## src/rtl/ulpi_bringup_seq.sv

```systemverilog
module ulpi_bringup_seq #(
  parameter int unsigned TIMEOUT_CYCLES = 4096,
  parameter logic [5:0]  FUNC_CTRL_ADDR = 6'h04,
  parameter logic [7:0]  RESET_MASK     = 8'h20
) (
  input  logic       clk,
  input  logic       rst_n,
  input  logic       dir,
  input  logic       nxt,
  input  logic [7:0] data_in,
  output logic [7:0] data_out,
  output logic       data_oe,
  output logic       stp,
  output logic       ready,
  output logic       timeout_err,
  output logic       rxcmd_valid,
  output logic [7:0] rxcmd
);
  localparam logic [7:0] TXCMD_SET = {2'b10, FUNC_CTRL_ADDR + 6'd1};
  localparam int unsigned CW = (TIMEOUT_CYCLES > 2) ? $clog2(TIMEOUT_CYCLES) : 1;
  localparam logic [CW-1:0] CNT_LAST = CW'(TIMEOUT_CYCLES - 1);

  typedef enum logic [2:0] {
    ST_WREL, ST_SEND, ST_DATA, ST_STP, ST_WHI, ST_WLO, ST_DONE
  } state_t;

  state_t        state;
  logic          dir_q;
  logic [CW-1:0] cnt;

  always_ff @(posedge clk) dir_q <= dir;

  wire turnaround = dir ^ dir_q;
  assign data_oe = !dir && !turnaround;

  always_comb begin
    data_out = 8'h00;
    if (data_oe) begin
      if (state == ST_SEND)      data_out = TXCMD_SET;
      else if (state == ST_DATA) data_out = RESET_MASK;
    end
  end

  assign stp         = (state == ST_STP);
  assign ready       = (state == ST_DONE);
  assign rxcmd_valid = ready && dir && dir_q && !nxt;
  assign rxcmd       = data_in;

  always_ff @(posedge clk) begin
    if (!rst_n) begin
      state       <= ST_WREL;
      cnt         <= '0;
      timeout_err <= 1'b0;
    end else begin
      case (state)
        ST_WREL: if (!dir) state <= ST_SEND;
        ST_SEND: if (data_oe && nxt) state <= ST_DATA;
        ST_DATA: state <= dir ? ST_SEND : ST_STP;
        ST_STP: begin
          state <= ST_WHI;
          cnt   <= '0;
        end
        ST_WHI, ST_WLO: begin
          if (state == ST_WHI && dir)  state <= ST_WLO;
          if (state == ST_WLO && !dir) state <= ST_DONE;
          if (cnt == CNT_LAST) timeout_err <= 1'b1;
          else                 cnt <= cnt + 1'b1;
        end
        default: state <= ST_DONE;
      endcase
    end
  end


  turnaround_nodrive_chk: assert property (@(posedge clk) disable iff (!rst_n)
    (dir != $past(dir)) |-> !data_oe);

  rx_gated_chk: assert property (@(posedge clk) disable iff (!rst_n)
    !ready |-> !rxcmd_valid);

  stop_follows_data_chk: assert property (@(posedge clk) disable iff (!rst_n)
    (data_oe && data_out == RESET_MASK && !stp) |=> stp);

  ready_sticky_chk: assert property (@(posedge clk) disable iff (!rst_n)
    ready |=> ready);

  err_sticky_chk: assert property (@(posedge clk) disable iff (!rst_n)
    timeout_err |=> timeout_err);

  quiet_bus_chk: assert property (@(posedge clk) disable iff (!rst_n)
    !data_oe |-> (data_out == 8'h00));
endmodule

```

## config.mk

```make
export PLATFORM = sky130hd
export DESIGN_NAME = ulpi_bringup_seq
export DESIGN_NICKNAME = d
export VERILOG_FILES = /design/src/rtl/ulpi_bringup_seq.sv
export SDC_FILE = /design/constraint.sdc
export NUM_CORES = 1
export LEC_CHECK = 0
export BUFFER_PORTS_ARGS = -buffer_cell sky130_fd_sc_hd__clkbuf_2
export CORE_MARGIN = 2
export CORE_UTILIZATION = 54
export CTS_CLUSTER_DIAMETER = 100
export DETAILED_ROUTE_END_ITERATION = 10
export GPL_TIMING_DRIVEN = 0
export PLACE_DENSITY = 0.9
export SETUP_SLACK_MARGIN = 0.15
export SLEW_MARGIN = 40
export SYNTH_ARGS = -nofsm -noshare
export SYNTH_HDL_FRONTEND = slang
export SYNTH_SLANG_ARGS = --single-unit
```

## constraint.sdc

```tcl
create_clock -name clk -period 3.2 [get_ports clk]
set_input_delay 0.48 -clock clk [delete_from_list [all_inputs] [get_ports clk]]
set_output_delay 0.48 -clock clk [all_outputs]
set_load 0.1 [all_outputs]
```

## Yosys cells after proc, flatten, opt, wreduce, memory -nomap -nowiden

Cells that the tools add are included.
W data, S select, Z words.

- Bits in registers: 17
- Bits of input ports: 12
- Output and inout bits: 21
- Word-level logic and storage cells: 44

- $add $sub $neg: 1
- Equal/unequal tests: 11
- Multiplexer cells: 11
- Bitwise gates (word level): 1
- Reductions and logical operators: 16

Operators by type and width:

| kind | number |
|---|---|
| $pmux W12 S2 | 1 |
| $mux W8 | 2 |
| $pmux W3 S5 | 1 |
| $add A12 B1 Y12 const B | 1 |
| $eq A12 B12 Y1 const B | 1 |
| $mux W12 | 1 |
| $mux W3 | 4 |
| $eq A3 B3 Y1 const B | 3 |
| $logic_and A1 B1 Y1 | 7 |
| $eq A3 B2 Y1 const B | 2 |
| $mux W6 | 1 |
| $ne A2 B2 Y1 const B | 2 |
| $reduce_and A2 Y1 | 2 |
| $eq A3 B1 Y1 const B | 1 |
| $logic_not A1 Y1 | 3 |
| $logic_not A3 Y1 | 1 |
| $ne A3 B3 Y1 const B | 1 |
| $reduce_and A3 Y1 | 1 |
| $mux W2 | 1 |
| $ne A2 B1 Y1 const B | 1 |
| $reduce_bool A2 Y1 | 1 |
| $reduce_or A2 Y1 | 1 |
| $xor A1 B1 Y1 | 1 |

## Depth between registers and ports, before layout

Gate-level depths: netlist of run 1.

- Word-level depth: 6
- Gate-level depth with buffers: 6
- Mapped depth without buffers: 5

## Least setup slack after synthesis of run 1

Ideal clock, no wire load.

- Path kind: reg2out
- Start point: register state[2]
- End point: output port data_out[2]
- Arrival time: 4.199 ns
- Data required time: 2.720 ns
- Path slack: -1.479 ns
- Cell stages (with the launch flop): 4
- Path buffers: 2
- Cells stage by stage: dfxtp_1 > buf_2 > nor4_1 > buf_4

- Longest elaborated chain between the ends: 3

Ends and longest elaborated chain:

| what | RTL line | text |
|---|---|---|
| start, declared | 27 | `state_t state;` |
| start signal, assigned | 58 | `ST_DATA: state <= dir ? ST_SEND : ST_STP;` |
| $eq A3 B1 Y1 | 39 | `if (state == ST_SEND) data_out = TXCMD_SET;` |
| $mux W8 | 39 |  |
| $mux W8 | 38 | `if (data_oe) begin` |
| end, declared | 11 | `output logic [7:0] data_out,` |

No other way between the ends.

## Final worst setup path of run 1

- Start point: register state[1]
- End point: output port rxcmd_valid

- Longest elaborated chain between the ends: 4

Ends and longest elaborated chain:

| what | RTL line | text |
|---|---|---|
| $eq A3 B3 Y1 | 45 | `assign ready = (state == ST_DONE);` |
| $logic_and A1 B1 Y1 (3 in a row) | 46 | `assign rxcmd_valid = ready && dir && dir_q && !nxt;` |
| end, declared | 16 | `output logic rxcmd_valid,` |

No other way between the ends.

==> flow_summary.json, run 1 <==
{
  "grt_max_degree": 11,
  "final_cells": 180,
  "cp_max_fo": 10,
  "grt_usage_pct": 20.10,
  "synth_top_cell_by_area": "dfxtp_1",
  "htreeDepth": 1,
  "initial_utilization_pct": 56.19,
  "fin_ws_ps": 837.7,
  "vias": 993,
  "drc": 0,
  "numClockSinks": 17,
  "multi_input_area_um2": 636.9,
  "post-route-period-util_pct": 73.82,
  "ant_nets": 0,
  "fin_skew_ps": 9.423,
  "syn_avg_cell_area_um2": 8.591,
  "die-width_um": 48.95,
  "setup_tns_ps": 0,
  "clk_latency_ps": 300,
  "maxCapViolCount": 0,
  "place.gp.congestion": 0.8055,
  "die_area_mm2": 0.002396,
  "hp-class": "input pin to register",
  "synth_top_area_share_pct": 31.19,
  "area_growth_pct": 16.97,
  "dp.cells": 176,
  "drive_above_1_share_pct": 37.25,
  "mostFrequentLayoutCell": "clkbuf_2",
  "r2r_slack_ps": 1360,
  "cts_tree": "built",
  "die_y_um": 48.95,
  "fin_crit_ps": 2362,
  "postLayoutCoreUtil_pct": 65.72,
  "outcome": "finished, final reports clean",
  "ios": 33,
  "critPathKind": "register to primary output",
  "slew_viol_final": 0,
  "fill_cells": 179,
  "post_cts_buffers": 0,
  "cts_hold_buf": 0,
  "yosysWarnings": 0,
  "final-seq-area_um2": 340.3,
  "postSynthCellCount": 127,
  "vias_per_cell": 5.517,
  "cp.required_ps": 2720,
  "drtIter0Drc": 21,
  "ctsResizeCount": 0,
  "clkSlewWorstSetupHoldPaths_ps": 110,
  "first_pass_iters": 5,
  "port_buffers": 19,
  "ir_drop_uv": 231.0,
  "rows": 16,
  "r2r_cells": 5,
  "cp-end-kind": "primary output",
  "crit_start": "state[1]$_SDFFE_PN0P_",
  "core-area_mm2": 0.001942,
  "antenna_found_initial": 0,
  "cts.path.max_buffers": 2,
  "fin_nets": 167,
  "tightest_slew_ps": 545.9,
  "setup_viol": 0,
  "r2r_end": "cnt[4]$_SDFFE_PN0P_",
  "startpoint_type": "register",
  "max-slew-margin-rel_pct": 63.76,
  "arrival_ps": 1880,
  "power_leakage_nw": 0.6188,
  "grt-ovfl-total": 0,
  "rsz0062_at_grt": "false",
  "num_antenna_cells": 0,
  "wl_um": 2258,
  "post-place-ws_ps": 1172,
  "synth.cell_area_mm2": 0.001091,
  "crit_path_end": "rxcmd_valid",
  "power_mw": 0.4544,
  "ctsRootBufferMaster": "clkbuf_4",
  "ys_seq_area_share_pct": 31.19,
  "grt_pass1_wl_um": 3801,
  "yosys.cell_types.count": 46,
  "fmax_mhz": 423.3,
  "power.density_mw_per_mm2": 356.0,
  "hold_violations": 0,
  "ys_seq_elements": 17,
  "reg2reg_from": "cnt[0]$_SDFFE_PN0P_",
  "layout_common_cells": "clkbuf_2 (19), dfxtp_1 (17), buf_4 (14)",
  "numCtsBuffers": 3,
  "dpl.hpwl_um": 1739,
  "synth_area_leaders": "dfxtp_1 (31%), buf_4 (9.6%), a211o_2 (3.7%)",
  "grt_pass1_vias": 911,
  "wl_per_cell_um": 12.54
}
[cell type report]
type                       instances  area share [%]
clock buffer                       3           1.765
timing repair buffer              19           7.451
buffer                            18           9.706
clock inverter                     1          0.3922
inverter                           5           1.471
tap                               27           2.647
multi-input combinational         90           49.90
sequential                        17           26.67
[Yosys cell counts, drive strengths merged]
cell type,count
nor4,3
o2111ai,1
o21ai,6
a22o,1
nor2b,3
mux2i,1
conb,1
and4,1
clkbuf,1
o211a,2
nor2,5
dfxtp,17
and3b,2
buf,17
o21bai,1
nand3,6
a211o,4
and4b,1
a211oi,1
o21a,1
and3,3
a21oi,5
inv,5
o211ai,2
or4,3
nand3b,2
a21o,4
o31ai,1
nand4,3
o311ai,1
nor3b,1
ha,1
and2,3
xnor2,1
nand2,7
nand2b,3
nor3,7
[state kept, by name (all words and copies together) (netlist names)]
| register | flops |
|---|---|
| dir_q | 1 |
| timeout_err | 1 |
| cnt | 12 |
| state | 3 |
[worst max-delay path, stage by stage (launching register included)]
cell      delay, ps
dfxtp_1         340
buf_2           180
nor2b_1         210
and2_1          180
and4b_1         210
clkbuf_2        460
[worst min-delay path by stage]
stage	slack, ps	end	depth (start not counted)	start
2_1_floorplan	460	cnt[10]$_SDFFE_PN0P_	1	cnt[10]$_SDFFE_PN0P_
3_3_place_gp	450	timeout_err$_SDFFE_PN0P_	2	timeout_err$_SDFFE_PN0P_
3_5_place_dp	470	timeout_err$_SDFFE_PN0P_	2	timeout_err$_SDFFE_PN0P_
4_1_cts	410	dir_q$_DFF_P_	1	dir
5_1_grt	400	dir_q$_DFF_P_	1	dir
6_report	400	dir_q$_DFF_P_	1	dir
[where the power goes]
group	internal, mW	total [mW]	switching [mW]
logic	0.0238	0.118	0.0939
registers	0.214	0.217	0.00351
clock network	0.0465	0.119	0.0727
total	0.284	0.454	0.170
[cells by family after synthesis]
logic type / count (synthesis) / synth area share [%]
and+or+nand+nor: 53 / 31.19
buffers and inverters: 23 / 13.07
AOI/OAI and AO/OA: 30 / 21.33
DFF: 17 / 31.19
other: 1 / 0.3437
xor gates and xnor gates: 1 / 0.8029
adders and majority gates: 1 / 1.147
muxes: 1 / 0.9175
[routing by layer]
metal | GRT usage (%) | vias up | wire, µm
met1 | 23.61 | 454 | 953
met3 | 1.840 | 6 | 92
met4 | 7.143 | 0 | 27
met2 | 37.67 | 31 | 1185
met5 | 0 | - | 0
li1 | - | 502 | -
[metrics by stage]
step,hold WS (ps),area [µm²]
final,401.5,1276
after global routing,398.1,1276
after CTS,405.7,1276
after detailed placement,469.3,1249
after global placement,451.5,1249
after floorplan,462.3,1120
No activity file was read; power rests on OpenSTA's default activity.
==> inputs of run 2 (changes only) <==
--- a/config.mk
+++ b/config.mk
@@ -6,12 +6,13 @@
 export NUM_CORES = 1
 export LEC_CHECK = 0
 export BUFFER_PORTS_ARGS = -buffer_cell sky130_fd_sc_hd__clkbuf_2
+export CORE_ASPECT_RATIO = 0.6
 export CORE_MARGIN = 2
-export CORE_UTILIZATION = 54
+export CORE_UTILIZATION = 50
 export CTS_CLUSTER_DIAMETER = 100
 export DETAILED_ROUTE_END_ITERATION = 10
 export GPL_TIMING_DRIVEN = 0
-export PLACE_DENSITY = 0.9
+export PLACE_DENSITY = 0.85
 export SETUP_SLACK_MARGIN = 0.15
 export SLEW_MARGIN = 40
 export SYNTH_ARGS = -nofsm -noshare
==> constraint.sdc (replaced) <==
create_clock -name clk -period 2.3 [get_ports clk]
set_input_delay 0.345 -clock clk [delete_from_list [all_inputs] [get_ports clk]]
set_output_delay 0.345 -clock clk [all_outputs]
set_load 0.1 [all_outputs]
==> run 2 against run 1 <==
  * Via count grew 4.2%
  * Total power grew 39%
  * Critical path depth is the same
  * Sequential cell count is the same
  * Largest cell class unchanged
  * Highest routed layer unchanged
==> flow_summary.json, run 2 (synthesized netlist as in run 1, its figures left out) <==
{
  "arrival_ps": 1730,
  "ctsRootBufferMaster": "clkbuf_4",
  "num_antenna_cells": 0,
  "critPathKind": "register to primary output",
  "power_mw": 0.6312,
  "tightest_slew_ps": 545.4,
  "cp.required_ps": 1960,
  "power_leakage_nw": 0.6210,
  "wl_per_cell_um": 13.08,
  "slowest_stage": "buf_2",
  "fin_nets": 167,
  "max-slew-margin-rel_pct": 63.80,
  "fill_cells": 187,
  "wl_um": 2393,
  "place.gp.congestion": 0.7370,
  "vias_per_cell": 5.656,
  "htreeDepth": 1,
  "multi_input_area_um2": 645.6,
  "mostFrequentLayoutCell": "dfxtp_1",
  "hp-class": "input pin to register",
  "area_growth_pct": 18.58,
  "fin_skew_ps": 1.253,
  "die_y_um": 40.19,
  "die-width_um": 64.31,
  "grt-ovfl-total": 0,
  "cp_max_fo": 10,
  "cp-end-kind": "primary output",
  "hold_violations": 0,
  "slowest_delay_ps": 410,
  "grt_usage_pct": 18.34,
  "ir_drop_uv": 204.7,
  "final-seq-area_um2": 340.3,
  "grt_max_degree": 11,
  "cts_tree": "built",
  "layout_common_cells": "dfxtp_1 (17), clkbuf_2 (16), buf_4 (15)",
  "path_cells": "buf_2 > nand2b_1 > nor4_4 > buf_4 > buf_2",
  "drive_above_1_share_pct": 39.22,
  "cpMostUsedCell": "buf_2",
  "regMostFlops": "cnt",
  "fin_hold_ws_ps": 285.7,
  "setup_viol": 0,
  "port_buffers": 19,
  "grt_pass1_wl_um": 3505,
  "post-route-period-util_pct": 90.11,
  "post_cts_buffers": 0,
  "largestRegisters": "cnt (12), state (3)",
  "core-area_mm2": 0.002115,
  "largest_reg_flops": 12,
  "numClockSinks": 17,
  "antenna_found_initial": 0,
  "cts.path.max_buffers": 2,
  "fin_crit_ps": 2072,
  "rsz0062_at_grt": "true",
  "grt_pass1_vias": 832,
  "dpl.hpwl_um": 1763,
  "ios": 33,
  "slew_viol_final": 0,
  "setup_tns_ps": 0,
  "clk_latency_ps": 290,
  "ant_nets": 0,
  "initial_utilization_pct": 51.60,
  "first_pass_iters": 4,
  "fmax_mhz": 482.5,
  "power.density_mw_per_mm2": 487.9,
  "postLayoutCoreUtil_pct": 61.18,
  "vias": 1035,
  "clkSlewWorstSetupHoldPaths_ps": 100,
  "drtIter0Drc": 69,
  "r2r_slack_ps": 370,
  "numCtsBuffers": 3,
  "die_area_mm2": 0.002584,
  "startpoint_type": "register",
  "rows": 13,
  "drc": 0,
  "outcome": "finished, final reports clean",
  "maxCapViolCount": 0,
  "crit_buf_inv": 3,
  "crit_family": "buffers and inverters"
}
## run 2: cell count changes in the layout (fill, tap and decap cells not counted), sizes merged
| cell | delta |
|---|---|
| buf | +2 |
| clkbuf | -2 |
## run 2: through the flow
step	cells	cell area [µm²]	setup slack, ps
4_1_cts	183	1291	179.9
3_3_place_gp	179	1261	492.1
2_1_floorplan	130	1129	-148.9
5_1_grt	183	1294	140.4
6_report	183	1294	227.5
3_5_place_dp	179	1261	437.0
## run 2: area by class of cell
cell class | instances | area share [%]
multi-input combinational | 90 | 49.90
sequential | 17 | 26.31
buffer | 18 | 9.574
timing repair buffer | 19 | 7.737
tap | 30 | 2.901
clock buffer | 3 | 1.741
inverter | 5 | 1.451
clock inverter | 1 | 0.3868
## run 2: per-layer routing
metal | share of wire [%] | wire (µm) | track usage [%] | vias to the layer above
met3 | 10 | 241 | 6.180 | 8
li1 | - | - | - | 499
met2 | 45 | 1073 | 32.03 | 59
met1 | 44 | 1041 | 22.39 | 469
met4 | 1.5 | 37 | 5.319 | 0
met5 | 0 | 0 | 0 | -
## run 2: timing repair
item,4_1_cts,5_1_grt
endpoints found under the hold margin,0,0
pin swaps,0,0
endpoints found under the setup margin,1,3
hold buffers,0,0
resized for setup,1,4
## run 2: worst paths after layout
path                               to  depth (start not counted)                     start
max reg2reg       cnt[4]$_SDFFE_PN0P_                          5       cnt[0]$_SDFFE_PN0P_
min reg2reg  timeout_err$_SDFFE_PN0P_                          2  timeout_err$_SDFFE_PN0P_
min                     dir_q$_DFF_P_                          1                       dir
max                       data_out[7]                          5     state[1]$_SDFFE_PN0P_
## run 2: power by group
part	switching [mW]	internal (mW)
Sequential	0.00542	0.297
Clock	0.0984	0.0648
Combinational	0.131	0.0339
Total	0.235	0.396
==> inputs of run 3 (changes only) <==
--- a/config.mk
+++ b/config.mk
@@ -5,6 +5,7 @@
 export SDC_FILE = /design/constraint.sdc
 export NUM_CORES = 1
 export LEC_CHECK = 0
+export ABC_AREA = 1
 export BUFFER_PORTS_ARGS = -buffer_cell sky130_fd_sc_hd__clkbuf_2
 export CORE_ASPECT_RATIO = 0.6
 export CORE_MARGIN = 2
@@ -12,6 +13,7 @@
 export CTS_CLUSTER_DIAMETER = 100
 export DETAILED_ROUTE_END_ITERATION = 10
 export GPL_TIMING_DRIVEN = 0
+export MAX_ROUTING_LAYER = met4
 export PLACE_DENSITY = 0.85
 export SETUP_SLACK_MARGIN = 0.15
 export SLEW_MARGIN = 40
==> run 3 against run 2 <==
  * Routed wire length increased by 18%
  * Combinational power increased by 120%
  * Synthesized cell count increased by 40%
  * Cell count increased by 28%
  * Clock skew increased by 1.0 ps
  * Maximum frequency increased by 0.89%
  * Synthesized area increased by 1.9%
  * Critical path depth unchanged
  * First-iteration DRC count increased by 68%
  * Sequential share of layout area decreased by 0.74 points
  * Via count increased by 16%
  * Register-to-register slack improved by 250 ps
  * Critical path type unchanged
==> flow_summary.json, run 3 <==
{
  "vias": 1205,
  "port_buffers": 20,
  "initial_utilization_pct": 52.20,
  "fin_skew_ps": 2.253,
  "vias_per_cell": 5.128,
  "synth_top_cell_by_area": "dfxtp_1",
  "grt-ovfl-total": 0,
  "synth_edf_count": 0,
  "slowest_stage": "buf_2",
  "ant_nets": 0,
  "swShare_pct": 43.76,
  "met3_usage_pct": 5.618,
  "placed_area_mm2": 0.001286,
  "critPathKind": "register to primary output",
  "tightest_slew_ps": 541.6,
  "die_y_um": 40.54,
  "synth_compound_area_share_pct": 10.12,
  "grt_pass1_vias": 1083,
  "grtUsageMet1_pct": 28.79,
  "setup_viol": 0,
  "clkSlewWorstSetupHoldPaths_ps": 70,
  "fin_nets": 219,
  "ys_seq_area_share_pct": 30.60,
  "grt_max_degree": 11,
  "wl_um": 2833,
  "p_switching_mw": 0.4082,
  "comb_power_share_pct": 39.7,
  "die-width_um": 64.89,
  "ios": 33,
  "slowest_delay_ps": 410,
  "area_growth_pct": 19.69,
  "grt_usage_pct": 24.46,
  "async_flop_share_pct": 0,
  "ctsRootBufferMaster": "clkbuf_8",
  "grt.busiest_layer": "met2",
  "synth_commonest_cells": "nand2_1 (50), nor2_1 (27), dfxtp_1 (17), nand3_1 (17)",
  "cts_hold_buf": 0,
  "largestRegisters": "cnt (12), state (3)",
  "cp.required_ps": 1960,
  "post-route-period-util_pct": 89.31,
  "place.gp.congestion": 0.9137,
  "core-area_mm2": 0.002131,
  "synth_area_leaders": "dfxtp_1 (31%), nand2_1 (17%), buf_4 (9.4%)",
  "mostFrequentLayoutCell": "nand2_1",
  "cts.path.max_buffers": 2,
  "grt_pass1_wl_um": 4602,
  "numCtsBuffers": 3,
  "numClockSinks": 17,
  "synth_simple_gate_area_share_pct": 41.06,
  "slew_viol_final": 0,
  "die_area_mm2": 0.002630,
  "post-route-cell-area_mm2": 0.001331,
  "internal_power_mw": 0.5246,
  "fin_crit_ps": 2054,
  "ir_drop_uv": 376.4,
  "synthMuxAreaShare_pct": 0,
  "postSynthCellCount": 178,
  "outcome": "finished, final reports clean",
  "max-slew-margin-rel_pct": 64.05,
  "rows": 13,
  "yosys.cell_types.count": 24,
  "met2_usage_pct": 44.85,
  "synthAdderAreaFrac_pct": 1.125,
  "drtIter0Drc": 116,
  "setup_tns_ps": 0,
  "maxCapViolCount": 0,
  "drc": 0,
  "yosysWarnings": 0,
  "synth_top_area_share_pct": 30.60,
  "hp-class": "input pin to register",
  "num_antenna_cells": 0,
  "clkPwrFrac_pct": 24.4,
  "dpl.hpwl_um": 2213,
  "startpoint_type": "register",
  "first_pass_iters": 5,
  "syn_avg_cell_area_um2": 6.249,
  "layout_common_cells": "nand2_1 (50), nor2_1 (23), clkbuf_2 (18)",
  "arrival_ps": 1710,
  "regMostFlops": "cnt",
  "synth_top_family_by_area": "simple AND/OR/NAND/NOR gates",
  "clk_latency_ps": 250,
  "fmax_mhz": 486.8,
  "ys.flop_type": "dfxtp_1",
  "cp-end-kind": "primary output",
  "synth.cell_area_mm2": 0.001112,
  "drive_above_1_share_pct": 25.37,
  "htreeDepth": 1,
  "cp_max_fo": 6,
  "cts_tree": "built",
  "path_cells": "inv_1 > nand3_1 > nor2_4 > buf_4 > buf_2",
  "power_leakage_nw": 0.6229,
  "post-synth-top-count-cell": "nand2_1",
  "rsz0062_at_grt": "false",
  "ys_seq_elements": 17,
  "power.density_mw_per_mm2": 700.7,
  "antenna_found_initial": 0,
  "largest_reg_flops": 12,
  "hold_violations": 0,
  "synth_xor_area_share_pct": 0,
  "seq_power_share_pct": 35.9,
  "wl_per_cell_um": 12.06
}
==> run 3: changes by cell type after synthesis, sizes merged, moves of 6 or more <==
cell,before,now
inv,5,15
a21oi,5,14
nor3,7,1
nand3,6,17
nor2,5,30
nand2,7,53
==> run 3: worst paths after layout <==
| path | from | to | slack, ps | cells past startpoint |
|---|---|---|---|---|
| hold / removal | dir | dir_q$_DFF_P_ | 300 | 1 |
| hold reg to reg | cnt[0]$_SDFFE_PN0P_ | cnt[0]$_SDFFE_PN0P_ | 500 | 1 |
| setup reg to reg | cnt[0]$_SDFFE_PN0P_ | cnt[8]$_SDFFE_PN0P_ | 620 | 9 |
| setup / recovery | state[2]$_SDFFE_PN0P_ | data_out[2] | 250 | 5 |
==> run 3: routing by layer <==
metal	up-vias	routed length [µm]
met4	0	21
met3	2	274
met1	530	1213
li1	605	-
met5	-	0
met2	68	1324
==> run 3: cell type report <==
type	instances	area (µm²)
timing repair buffer	20	100.1
buffer	18	130.1
inverter	15	56.30
clock buffer	4	45.04
tap	30	37.54
fill	210	799.5
sequential	17	340.3
multi-input combinational	131	621.8
==> run 3: stage by stage <==
step           std cells  utilization, %  hold WS [ps]  total power [mW]  worst slack (ps)
3_5_place_dp         231           60.36         494.9            0.7087             506.5
4_1_cts              235           62.48         297.3            0.9315             227.5
2_1_floorplan        181               -         372.7            0.6490             147.6
6_report             235           62.48         299.5            0.9328             245.9
3_3_place_gp         231           60.36         455.2            0.6941             555.0
5_1_grt              235           62.48         301.1            0.9739             154.3
==> run 3: repair_timing <==
action                     4_1_cts  5_1_grt
setup buffers                    0        0
gates resized for setup          0        2
setup endpoints to repair        0        2
==> run 3: cells by family (layout without fill, tap and decap cells) <==
kind of cell               count (synthesis)  count (layout)
buffers and inverters                     33              57
other                                      1               4
DFF                                       17              17
AOI/OAI and AO/OA                         21              21
adders and majority gates                  1               1
and+or+nand+nor                          105             105
==> run 3: critical path, delay by kind of cell, from the launching register on <==
kind	cells	cell delay, ps
and+or+nand+nor	2	350
DFF	1	360
buffers and inverters	3	730
==> run 3: power by group through the flow <==
stage | sequential [mW] | combinational [mW] | clock [mW]
after floorplan | 0.336 | 0.313 | 0
after global placement | 0.339 | 0.355 | 0
after detailed placement | 0.341 | 0.368 | 0
after CTS | 0.334 | 0.368 | 0.229
after global routing | 0.337 | 0.400 | 0.236
final | 0.335 | 0.370 | 0.228
